File: config.mk
export PLATFORM = sky130hd
export DESIGN_NAME = bbj_ctrl_seq
export DESIGN_NICKNAME = d
export VERILOG_FILES = /design/src/rtl/bbj_seq_pkg.sv /design/src/rtl/bbj_seq_ctrl.sv /design/src/rtl/bbj_seq_dpath.sv /design/src/rtl/bbj_ctrl_seq.sv
export SDC_FILE = /design/constraint.sdc
export NUM_CORES = 1
export LEC_CHECK = 0
export BUFFER_PORTS_ARGS = -buffer_cell sky130_fd_sc_hd__buf_2
export CAP_MARGIN = 10
export CORE_MARGIN = 3
export CORE_UTILIZATION = 60
export CTS_CLUSTER_DIAMETER = 40
export DETAILED_ROUTE_END_ITERATION = 16
export PLACE_DENSITY = 0.88
export SYNTH_ARGS = -nofsm -noshare
export SYNTH_HDL_FRONTEND = slang
export SYNTH_SLANG_ARGS = --single-unit
File: constraint.sdc
create_clock -name clk -period 2.8 [get_ports clk]
set_clock_uncertainty 0.15 [all_clocks]
set_input_delay 0.56 -clock clk [delete_from_list [all_inputs] [get_ports clk]]
set_output_delay 0.56 -clock clk [all_outputs]
set_load 0.01 [all_outputs]
File: src/rtl/bbj_seq_pkg.sv
package bbj_seq_pkg;

  // Strobes from the control to the frame shifter.
  typedef struct packed {
    logic load;   // take a new frame word
    logic shift;  // advance one bit toward the MSB
  } seqStrobeT;

endpackage

File: src/rtl/bbj_seq_ctrl.sv
module bbj_seq_ctrl
  import bbj_seq_pkg::*;
#(
  parameter int ADDR_W    = 16,
  parameter int DATA_W    = 8,
  parameter int CMD_W     = 8,
  parameter int PTR_ADDR  = 0,
  parameter int SRC_PTR   = 2,
  parameter int DST_PTR   = 4,
  parameter int VAL_ADDR  = 6,
  parameter int CMD_READ  = 3,
  parameter int CMD_WRITE = 2
) (
  input  logic                     clk,
  input  logic                     rst,
  output seqStrobeT                strobe,
  output logic [CMD_W+ADDR_W-1:0]  word,
  output logic                     sramSelN,
  output logic                     sysSelN,
  output logic                     driveEn
);

  localparam int FRAME_W   = CMD_W + ADDR_W;
  localparam int INSN_BITS = 3 * ADDR_W;
  localparam int MAX_LEN   = (INSN_BITS > FRAME_W) ? INSN_BITS : FRAME_W;
  localparam int CNT_W     = $clog2(MAX_LEN + 1);
  localparam int STEPS     = 18;
  localparam int STEP_W    = $clog2(STEPS);

  typedef struct packed {
    logic [CNT_W-1:0]   len;      // slot count minus one
    logic               sramLow;
    logic               sysLow;
    logic               drive;
    logic [FRAME_W-1:0] word;
  } stepT;

  function automatic stepT mk(input int len, input logic s, input logic y,
                              input logic d, input logic [FRAME_W-1:0] w);
    stepT r;
    r.len     = CNT_W'(len - 1);
    r.sramLow = s;
    r.sysLow  = y;
    r.drive   = d;
    r.word    = w;
    return r;
  endfunction

  function automatic logic [FRAME_W-1:0] frame(input int cmd, input int addr);
    return {CMD_W'(cmd), ADDR_W'(addr)};
  endfunction

  // The fixed program of one instruction.
  function automatic stepT stepInfo(input logic [STEP_W-1:0] idx);
    logic [FRAME_W-1:0] zero;
    logic [FRAME_W-1:0] tagOne;
    zero   = '0;
    tagOne = {1'b1, {(FRAME_W-1){1'b0}}};
    case (idx)
      // fetch
      5'd0:    return mk(1,              1'b0, 1'b1, 1'b1, zero);
      5'd1:    return mk(FRAME_W,        1'b1, 1'b1, 1'b1, frame(CMD_READ, PTR_ADDR));
      5'd2:    return mk(ADDR_W,         1'b1, 1'b1, 1'b0, zero);
      5'd3:    return mk(1,              1'b0, 1'b1, 1'b0, zero);
      5'd4:    return mk(FRAME_W,        1'b1, 1'b1, 1'b1, frame(CMD_WRITE, PTR_ADDR));
      5'd5:    return mk(INSN_BITS,      1'b1, 1'b1, 1'b0, zero);
      5'd6:    return mk(1,              1'b0, 1'b0, 1'b0, zero);
      // source
      5'd7:    return mk(1,              1'b0, 1'b1, 1'b1, zero);
      5'd8:    return mk(FRAME_W,        1'b1, 1'b1, 1'b1, frame(CMD_READ, SRC_PTR));
      5'd9:    return mk(ADDR_W,         1'b1, 1'b1, 1'b0, zero);
      5'd10:   return mk(1,              1'b0, 1'b1, 1'b0, zero);
      5'd11:   return mk(FRAME_W,        1'b1, 1'b1, 1'b1, frame(CMD_WRITE, VAL_ADDR));
      5'd12:   return mk(DATA_W,         1'b1, 1'b1, 1'b0, zero);
      5'd13:   return mk(1,              1'b0, 1'b0, 1'b0, zero);
      // store
      5'd14:   return mk(1,              1'b0, 1'b1, 1'b1, tagOne);
      5'd15:   return mk(FRAME_W,        1'b1, 1'b1, 1'b1, frame(CMD_READ, DST_PTR));
      5'd16:   return mk(ADDR_W + DATA_W, 1'b1, 1'b1, 1'b0, zero);
      default: return mk(1,              1'b0, 1'b0, 1'b0, zero);
    endcase
  endfunction

  logic               active;
  logic [STEP_W-1:0]  step;
  logic [CNT_W-1:0]   cnt;
  logic [STEP_W-1:0]  nxtIdx;
  stepT               nxtInfo;

  always_comb begin
    if (!active || step == STEP_W'(STEPS - 1)) nxtIdx = '0;
    else                                       nxtIdx = step + 1'b1;
    nxtInfo      = stepInfo(nxtIdx);
    strobe.load  = !active || (cnt == '0);
    strobe.shift = active && (cnt != '0);
    word         = nxtInfo.word;
  end

  always_ff @(negedge clk) begin
    if (rst) begin
      active   <= 1'b0;
      step     <= '0;
      cnt      <= '0;
      sramSelN <= 1'b1;
      sysSelN  <= 1'b1;
      driveEn  <= 1'b0;
    end else if (strobe.load) begin
      active   <= 1'b1;
      step     <= nxtIdx;
      cnt      <= nxtInfo.len;
      sramSelN <= !nxtInfo.sramLow;
      sysSelN  <= !nxtInfo.sysLow;
      driveEn  <= nxtInfo.drive;
    end else begin
      cnt <= cnt - 1'b1;
    end
  end

  AST_STEP_RANGE: assert property (@(negedge clk) disable iff (rst)
    step < STEP_W'(STEPS)) else $error("step out of range");
  AST_DRIVE_HAS_LISTENER: assert property (@(negedge clk) disable iff (rst)
    driveEn |-> !sysSelN) else $error("driving with system deselected");
  AST_GAP_UNDRIVEN: assert property (@(negedge clk) disable iff (rst)
    (sramSelN && sysSelN) |-> !driveEn) else $error("line driven in gap");
  AST_SRAM_REENTRY: assert property (@(negedge clk) disable iff (rst)
    ($rose(sramSelN) && !sysSelN) |=> !sramSelN) else $error("SRAM gap too long");
  AST_SYS_GAP_ONE: assert property (@(negedge clk) disable iff (rst)
    $rose(sysSelN) |=> !sysSelN) else $error("system gap too long");

endmodule

File: src/rtl/bbj_seq_dpath.sv
module bbj_seq_dpath
  import bbj_seq_pkg::*;
#(
  parameter int FRAME_W = 24
) (
  input  logic               clk,
  input  logic               rst,
  input  seqStrobeT          strobe,
  input  logic [FRAME_W-1:0] word,
  input  logic               driveEn,
  output logic               lineDriveVal
);

  logic [FRAME_W-1:0] shiftReg;

  always_ff @(negedge clk) begin
    if (rst)               shiftReg <= '0;
    else if (strobe.load)  shiftReg <= word;
    else if (strobe.shift) shiftReg <= shiftReg << 1;
  end

  assign lineDriveVal = driveEn & shiftReg[FRAME_W-1];

  AST_SHIFT_MSB: assert property (@(negedge clk) disable iff (rst)
    strobe.shift |=> shiftReg == ($past(shiftReg) << 1)) else $error("shift order");
  AST_VALUE_QUIET: assert property (@(negedge clk) disable iff (rst)
    !driveEn |-> !lineDriveVal) else $error("value while released");

endmodule

File: src/rtl/bbj_ctrl_seq.sv
module bbj_ctrl_seq
  import bbj_seq_pkg::*;
#(
  parameter int ADDR_W = 16,
  parameter int DATA_W = 8,
  parameter int CMD_W  = 8
) (
  input  logic clk,
  input  logic rst,
  output logic sramSelN,
  output logic sysSelN,
  output logic lineDriveEn,
  output logic lineDriveVal
);

  localparam int FRAME_W = CMD_W + ADDR_W;

  seqStrobeT          strobe;
  logic [FRAME_W-1:0] word;

  bbj_seq_ctrl #(.ADDR_W(ADDR_W), .DATA_W(DATA_W), .CMD_W(CMD_W)) ctrl_i (
    .clk(clk), .rst(rst), .strobe(strobe), .word(word),
    .sramSelN(sramSelN), .sysSelN(sysSelN), .driveEn(lineDriveEn)
  );

  bbj_seq_dpath #(.FRAME_W(FRAME_W)) dpath_i (
    .clk(clk), .rst(rst), .strobe(strobe), .word(word),
    .driveEn(lineDriveEn), .lineDriveVal(lineDriveVal)
  );

endmodule

# After elaboration in Yosys (flattened, before gate mapping)
# Memories as Yosys holds them, arrays and structs flattened.
# Cells that the tools add are included.
# Widths: inputs -> output; s select.
[op_classes] add_sub_neg=2 mul=0 div=0 magnitude_cmp=0 n_eq_ne=1 n_shift=0 mux=4 bitwise=1 n_reduce_logical=9
[op_table] operator="$mux 24" n=2
[op_table] operator="$logic_not 6->1" n=1
[op_table] operator="$mux 6" n=1
[op_table] operator="$reduce_bool 6->1" n=1
[op_table] operator="$sub 6x1->6 const B" n=1
[op_table] operator="$add 5x1->5 const B" n=1
[op_table] operator="$eq 5x5->1 const B" n=1
[op_table] operator="$mux 5" n=1
[op_table] operator="$logic_not 1->1" n=3
[op_table] operator="$logic_or 1x1->1" n=2
[op_table] operator="$reduce_bool 2->1" n=1
[op_table] operator="$and 1x1->1" n=1
[op_table] operator="$logic_and 1x1->1" n=1
[word_totals] reg_bits=39 latch_bits=0 ramBits=0 romBits=448 inputBits=2 wordCells=25 memories=1
[mem_list] name="(name not given)" words=32 word_bits=14 rd=1 rd_ports_with_merged_regs=0 write_ports=0 line="bbj_seq_ctrl.sv:59" text="case (idx)"

# Logic depth before layout (Yosys ltp)
# Gate-level depths: netlist of run 1.
# An unclocked memory read counts as a cell.
[depth] ltp_word=5 mapped_depth=12

# Modules after synthesis
# Synthesis of run 1 repeated with hierarchy kept, for this count alone.
[unflattened] hier_cells=281 area_unflattened_um2=2603.7
[by_module_without_submodules] mod="bbj_seq_ctrl" n_inst=1 cells_per_inst=173 area_per_inst_um2=1447.6 seq_area_each_um2=300.3
[by_module_without_submodules] mod="bbj_seq_dpath" n_inst=1 cells_per_inst=108 area_per_inst_um2=1156.1 seq_area_each_um2=480.5

==> results.toml, run 1 <==
[setup_path]
slowest_delay_ps = 320
crit_cells = 2
crit_chain = "and2_4 > buf_6"
crit_family = "flip-flops"
critPathLaunchType = "flip-flop"
cp-end-kind = "output pin"
rr_worst_depth = 12
arrival_ps = 2370
crit_fanout = 3
cp.required_ps = 2090
critPathKind = "flip-flop to output pin"
slowest_stage = "dfxtp_2"
critPathBufInv = 1

[synth]
synthAdderAreaFrac_pct = 6.11
synth_top_family_by_area = "simple AND/OR/NAND/NOR gates"
synthXorXnorAreaFrac_pct = 3.80
synth_seq_area_share_pct = 41.3
netlist_instances = 197
ys_types = 46
synth_nets = 208
synth_edf_count = 0
synthFlopType = "dfxtp_1"
ys_async_sr_fraction_pct = 0
yosys.area_share.simple_pct = 23.4
avgSynthCellArea_um2 = 9.35
yosysWarningCount = 0
synthMuxAreaShare_pct = 3.87
netlist_area_um2 = 1840
synth_compound_area_share_pct = 16.5
synth-seq-cells = 38

[placement]
io_buffers = 5
placed_cell_area_um2 = 2000
finalWeightedCongestion = 0.913
dpl.hpwl_mm = 2.77

[global_routing]
grt_pass1_wl_mm = 7.03
grt_usage_pct = 25.6
grt_max_degree = 20
grt_pass1_vias = 1635
gr-total-overflow = 0
grt_antenna_before_repair = 0

[hold_path]
worstHoldPathType = "flip-flop to flip-flop"
holdPathStages = 1

[pwr]
max-vdd-ir-drop_mv = 0.590
leakage_nw = 1.14
total_power_mw = 1.58
p_per_area_nw_per_um2 = 692

[floorplanning]
fp-row-count = 19
floorplan.die.width_um = 61.4
die-area_um2 = 3770
die_h_um = 61.4
io_pins = 6
core_region_area_um2 = 2830
start_util_pct = 65.1

[clock_network]
cts_tree = "yes"
cts_buffers = 5
root_buffer = "clkbuf_4"
cts-hold-fix-buffers = 0
clock_latency_ps = 430
cts_max_level = 2
clk_pin_slew_ps = 40
clock-sinks = 38
clockBufferDepth = 2

[cells_and_area]
antenna-diode-count = 0
layout.nets = 269
area_growth_pct = 23.8
final_cell_area_um2 = 2280
final_util_pct = 80.6
drive_gt1_share_pct = 20.5

[flow_run]
drv_cap = 0

[sta]
tightestPinTransition_ps = 503
finalHoldWorstSlack_ps = 266
setup_ws_ps = -280
setup_viol = 4
rsz0062_at_grt = "true"
slew_headroom_pct = 66.5
drv_slew = 0
hold_viol = 0

[routing]
drt_iter0_markers = 149
viasPerCell = 5.72
drt-total-wl_mm = 4.40
ant_nets = 0
dr_total_vias = 1653
first_pass_iters = 5
wl_per_cell_um = 15.2
drc = 0

[status]
violations = "setup timing"
status = "finished, violations left"
==> cells by family (layout without fill, tap and decap cells) <==
family	after synthesis	after routing
AO/OA/AOI/OAI	37	37
flip-flops	38	38
buffers and inverters	21	82
multiplexers	7	7
AND/OR/NAND/NOR	77	77
XOR/XNOR	8	8
adder cells (fa/ha/maj)	9	9
==> metal layers <==
| metal | vias up | GRT usage, % | wire [um] |
|---|---|---|---|
| li1 | 801 | - | - |
| met1 | 760 | 30.5 | 1810 |
| met2 | 85 | 39.9 | 2170 |
| met3 | 7 | 10.5 | 363 |
| met4 | 0 | 12.7 | 54 |
| met5 | - | 0 | 0 |
==> Yosys cell counts (all sizes together) (2+ instances only) <==
| master | instances | area [um2] |
|---|---|---|
| a211oi | 2 | 15.0 |
| or3 | 2 | 17.5 |
| xor2 | 4 | 35.0 |
| mux2i | 6 | 60.1 |
| ha | 9 | 113 |
| nand3b | 4 | 30.0 |
| a21oi | 8 | 43.8 |
| and3b | 3 | 26.3 |
| nand2b | 2 | 12.5 |
| nand2 | 17 | 63.8 |
| dfxtp | 38 | 761 |
| nor2 | 12 | 45.0 |
| a21o | 5 | 37.5 |
| a32oi | 3 | 26.3 |
| nand4 | 2 | 12.5 |
| nor4 | 3 | 18.8 |
| a22o | 3 | 26.3 |
| and2 | 21 | 131 |
| o21ai | 3 | 30.0 |
| inv | 12 | 45.0 |
| clkbuf | 2 | 7.51 |
| nor3 | 3 | 15.0 |
| nand3 | 5 | 30.0 |
| o211ai | 5 | 56.3 |
| xnor2 | 4 | 35.0 |
| buf | 7 | 40.0 |
==> area by class of cell <==
type	count	area [um2]
clock buffer	5	37.5
tap	31	38.8
multi-input combinational	138	1030
inverter	11	45.0
fill	174	549
clock inverter	40	154
timing repair buffer	26	208
sequential	38	764
==> worst register-to-register path: stages (launching register included) <==
cell and delay (ps):
dfxtp_1 300, inv_1 50, ha_1 160, nor4bb_1 270
buf_4 180, nor2_2 50, nand2_1 120, inv_1 90
ha_1 220, or3_1 350, a32oi_1 250, a32oi_4 170
a21o_1 190
==> final timing paths <==
kind	startpoint	end	slack [ps]
max	ctrl_i.driveEn$_SDFFE_NP0N_	lineDriveVal	-280
min	dpath_i.shiftReg[9]$_SDFF_NP0_	dpath_i.shiftReg[10]$_SDFF_NP0_	270
max reg2reg	ctrl_i.step[1]$_SDFFE_NP0N_	ctrl_i.sramSelN$_SDFFE_NP1N_	130
min reg2reg	dpath_i.shiftReg[9]$_SDFF_NP0_	dpath_i.shiftReg[10]$_SDFF_NP0_	270
==> through the flow <==
step           cells  TNS [ps]  setup WS [ps]
6_report         289      -848           -280
5_1_grt          289      -993           -306
4_1_cts          289      -878           -290
3_5_place_dp     243     -7070           -355
3_3_place_gp     243     -6240           -306
2_1_floorplan    197      -214           -163
==> placed cells by master, fill, tap and decap left out, types with 2 or more instances in the layout <==
cell type / instances
mux2i_1: 6
nor2_2: 2
dfxtp_2: 3
a32oi_1: 2
buf_6: 4
nand4_1: 2
and2_1: 20
nor4_1: 3
nor2_1: 10
xor2_1: 4
buf_4: 21
nor3_1: 3
nand3_1: 4
o211ai_1: 3
inv_1: 48
nand2_1: 17
ha_1: 9
a22o_1: 3
xnor2_1: 4
dfxtp_1: 35
nand3b_1: 4
nand2b_1: 2
and3b_1: 3
a21o_1: 5
a21oi_1: 7
clkbuf_4: 5
a211oi_2: 2
==> state kept, by name, indices dropped and copies added (netlist names) <==
| name | count |
|---|---|
| ctrl_i.cnt | 6 |
| ctrl_i.active | 1 |
| ctrl_i.sysSelN | 1 |
| ctrl_i.sramSelN | 1 |
| ctrl_i.step | 5 |
| ctrl_i.driveEn | 1 |
| dpath_i.shiftReg | 23 |
==> report_power, final <==
group / total [mW] / internal, mW / switching [mW]
clock network: 0.502 / 0.162 / 0.340
logic: 0.450 / 0.203 / 0.246
registers: 0.626 / 0.592 / 0.0346
total: 1.58 / 0.957 / 0.621
==> what timing repair did <==
| action | 4_1_cts | 5_1_grt |
|---|---|---|
| gates cloned | 0 | 0 |
| setup endpoints to repair | 4 | 10 |
| setup buffers | 2 | 0 |
| hold endpoints to repair | 0 | 0 |
| gates resized for setup | 6 | 9 |
(Power assumes the default switching activity.)
==> run 2, diff against run 1 <==
CORE_MARGIN = 2   (was 3)
==> results.toml, run 2 (same netlist as run 1, synthesis figures left out) <==
[status]
violations = "setup timing"
status = "finished, violations left"

[global_routing]
grt_antenna_before_repair = 0
grt_max_degree = 17
grt_pass1_wl_mm = 7.02
grt_usage_pct = 26.7
gr-total-overflow = 0
grt_pass1_vias = 1690

[sta]
setup_ws_ps = -289
drv_slew = 0
hold_viol = 0
setup_viol = 4
rsz0062_at_grt = "true"
finalHoldWorstSlack_ps = 246
tightestPinTransition_ps = 548
slew_headroom_pct = 63.0

[clock_network]
clockBufferDepth = 2
cts_max_level = 2
clk_pin_slew_ps = 70
cts_tree = "yes"
root_buffer = "clkbuf_4"
cts-hold-fix-buffers = 0
cts_buffers = 5
clock_latency_ps = 420
clock-sinks = 38

[setup_path]
crit_fanout = 3
crit_chain = "and2_4 > buf_6"
rr_startpoint = "ctrl_i.step[1]$_SDFFE_NP0N_"
cp-startpoint = "ctrl_i.driveEn$_SDFFE_NP0N_"
critPathBufInv = 1
arrival_ps = 2380
slowest_stage = "dfxtp_2"
cp-end-kind = "output pin"
critPathKind = "flip-flop to output pin"
critPathLaunchType = "flip-flop"
slowest_delay_ps = 340
crit_family = "flip-flops"
cp.required_ps = 2090

[cells_and_area]
antenna-diode-count = 0
final_cell_mix = "inv_1 (48), dfxtp_1 (34), and2_1 (20), buf_4 (20), nand2_1 (17)"
final_common_cell = "inv_1"
area_growth_pct = 22.3
reg_top3 = "dpath_i.shiftReg x23, ctrl_i.cnt x6, ctrl_i.step x5"
largest_register_ffs = 23
layout.nets = 268
top_register = "dpath_i.shiftReg"
drive_gt1_share_pct = 19.0

[flow_run]
drv_cap = 0

[floorplanning]
die_h_um = 59.4
start_util_pct = 61.8
io_pins = 6
core_region_area_um2 = 2980
floorplan.die.width_um = 59.4
die-area_um2 = 3530
fp-row-count = 20

[pwr]
leakage_nw = 1.13
total_power_mw = 1.59
max-vdd-ir-drop_mv = 0.707
p_per_area_nw_per_um2 = 705

[placement]
io_buffers = 5
finalWeightedCongestion = 0.938
dpl.hpwl_mm = 2.87

[hold_path]
worstHoldPathType = "flip-flop to flip-flop"
hold_path_startpoint = "dpath_i.shiftReg[2]$_SDFF_NP0_"

[routing]
wl_per_cell_um = 14.6
drt_iter0_markers = 55
first_pass_iters = 4
drc = 0
viasPerCell = 5.56
ant_nets = 0
drt-total-wl_mm = 4.24
dr_total_vias = 1617
==> run 2: worst register-to-register path: stages (launching register included) <==
cell and delay, ps:
dfxtp_1 300, inv_1 50, ha_1 160, nor4bb_1 270, buf_4 170, nor2_1 60, nand2_1 120, inv_1 90
ha_1 210, or3_1 340, a32oi_1 210, a32oi_2 190, a21o_1 210
==> run 2: path summary, 6_finish.rpt <==
kind	cells after the start	to	slack [ps]
hold / removal	1	dpath_i.shiftReg[3]$_SDFF_NP0_	250
setup reg to reg	12	ctrl_i.sramSelN$_SDFFE_NP1N_	150
setup / recovery	2	lineDriveVal	-290
hold reg to reg	1	dpath_i.shiftReg[3]$_SDFF_NP0_	250
==> run 2: routing by layer <==
layer | up-vias | part of all wire, % | global-route usage (%)
met3 | 9 | 3.2 | 10.9
met4 | 0 | 1.5 | 13.3
li1 | 805 | - | -
met2 | 31 | 51 | 43.5
met1 | 772 | 44 | 29.8
met5 | - | 0 | 0
==> run 2: cell type report <==
| class | instances | area, um2 |
|---|---|---|
| clock buffers | 5 | 37.5 |
| clock inverters | 41 | 164 |
| inverters | 11 | 45.0 |
| fillers | 203 | 726 |
| well taps | 33 | 41.3 |
| multi-input cells | 138 | 998 |
| flip-flops and latches | 38 | 766 |
| repair buffers | 25 | 200 |
==> run 2: power by group <==
| part | internal [mW] | switching (mW) |
|---|---|---|
| combinational | 0.192 | 0.230 |
| sequential | 0.591 | 0.0369 |
| clock | 0.173 | 0.366 |
==> run 2: timing repair <==
| action | CTS | global route |
|---|---|---|
| gates resized for setup | 5 | 5 |
| endpoints found under the setup margin | 4 | 5 |
| hold endpoints to repair | 0 | 0 |
| buffers inserted | 1 | 0 |
==> run 2: metrics by stage <==
step	worst slack [ps]	cells	TNS, ps	instance area (um2)	utilization, %
2_1_floorplan	-163	197	-214	1850	-
3_3_place_gp	-311	245	-5970	2010	67.4
3_5_place_dp	-345	245	-6820	2010	67.4
4_1_cts	-295	291	-790	2230	74.8
5_1_grt	-328	291	-878	2250	75.6
6_report	-289	291	-734	2250	75.6
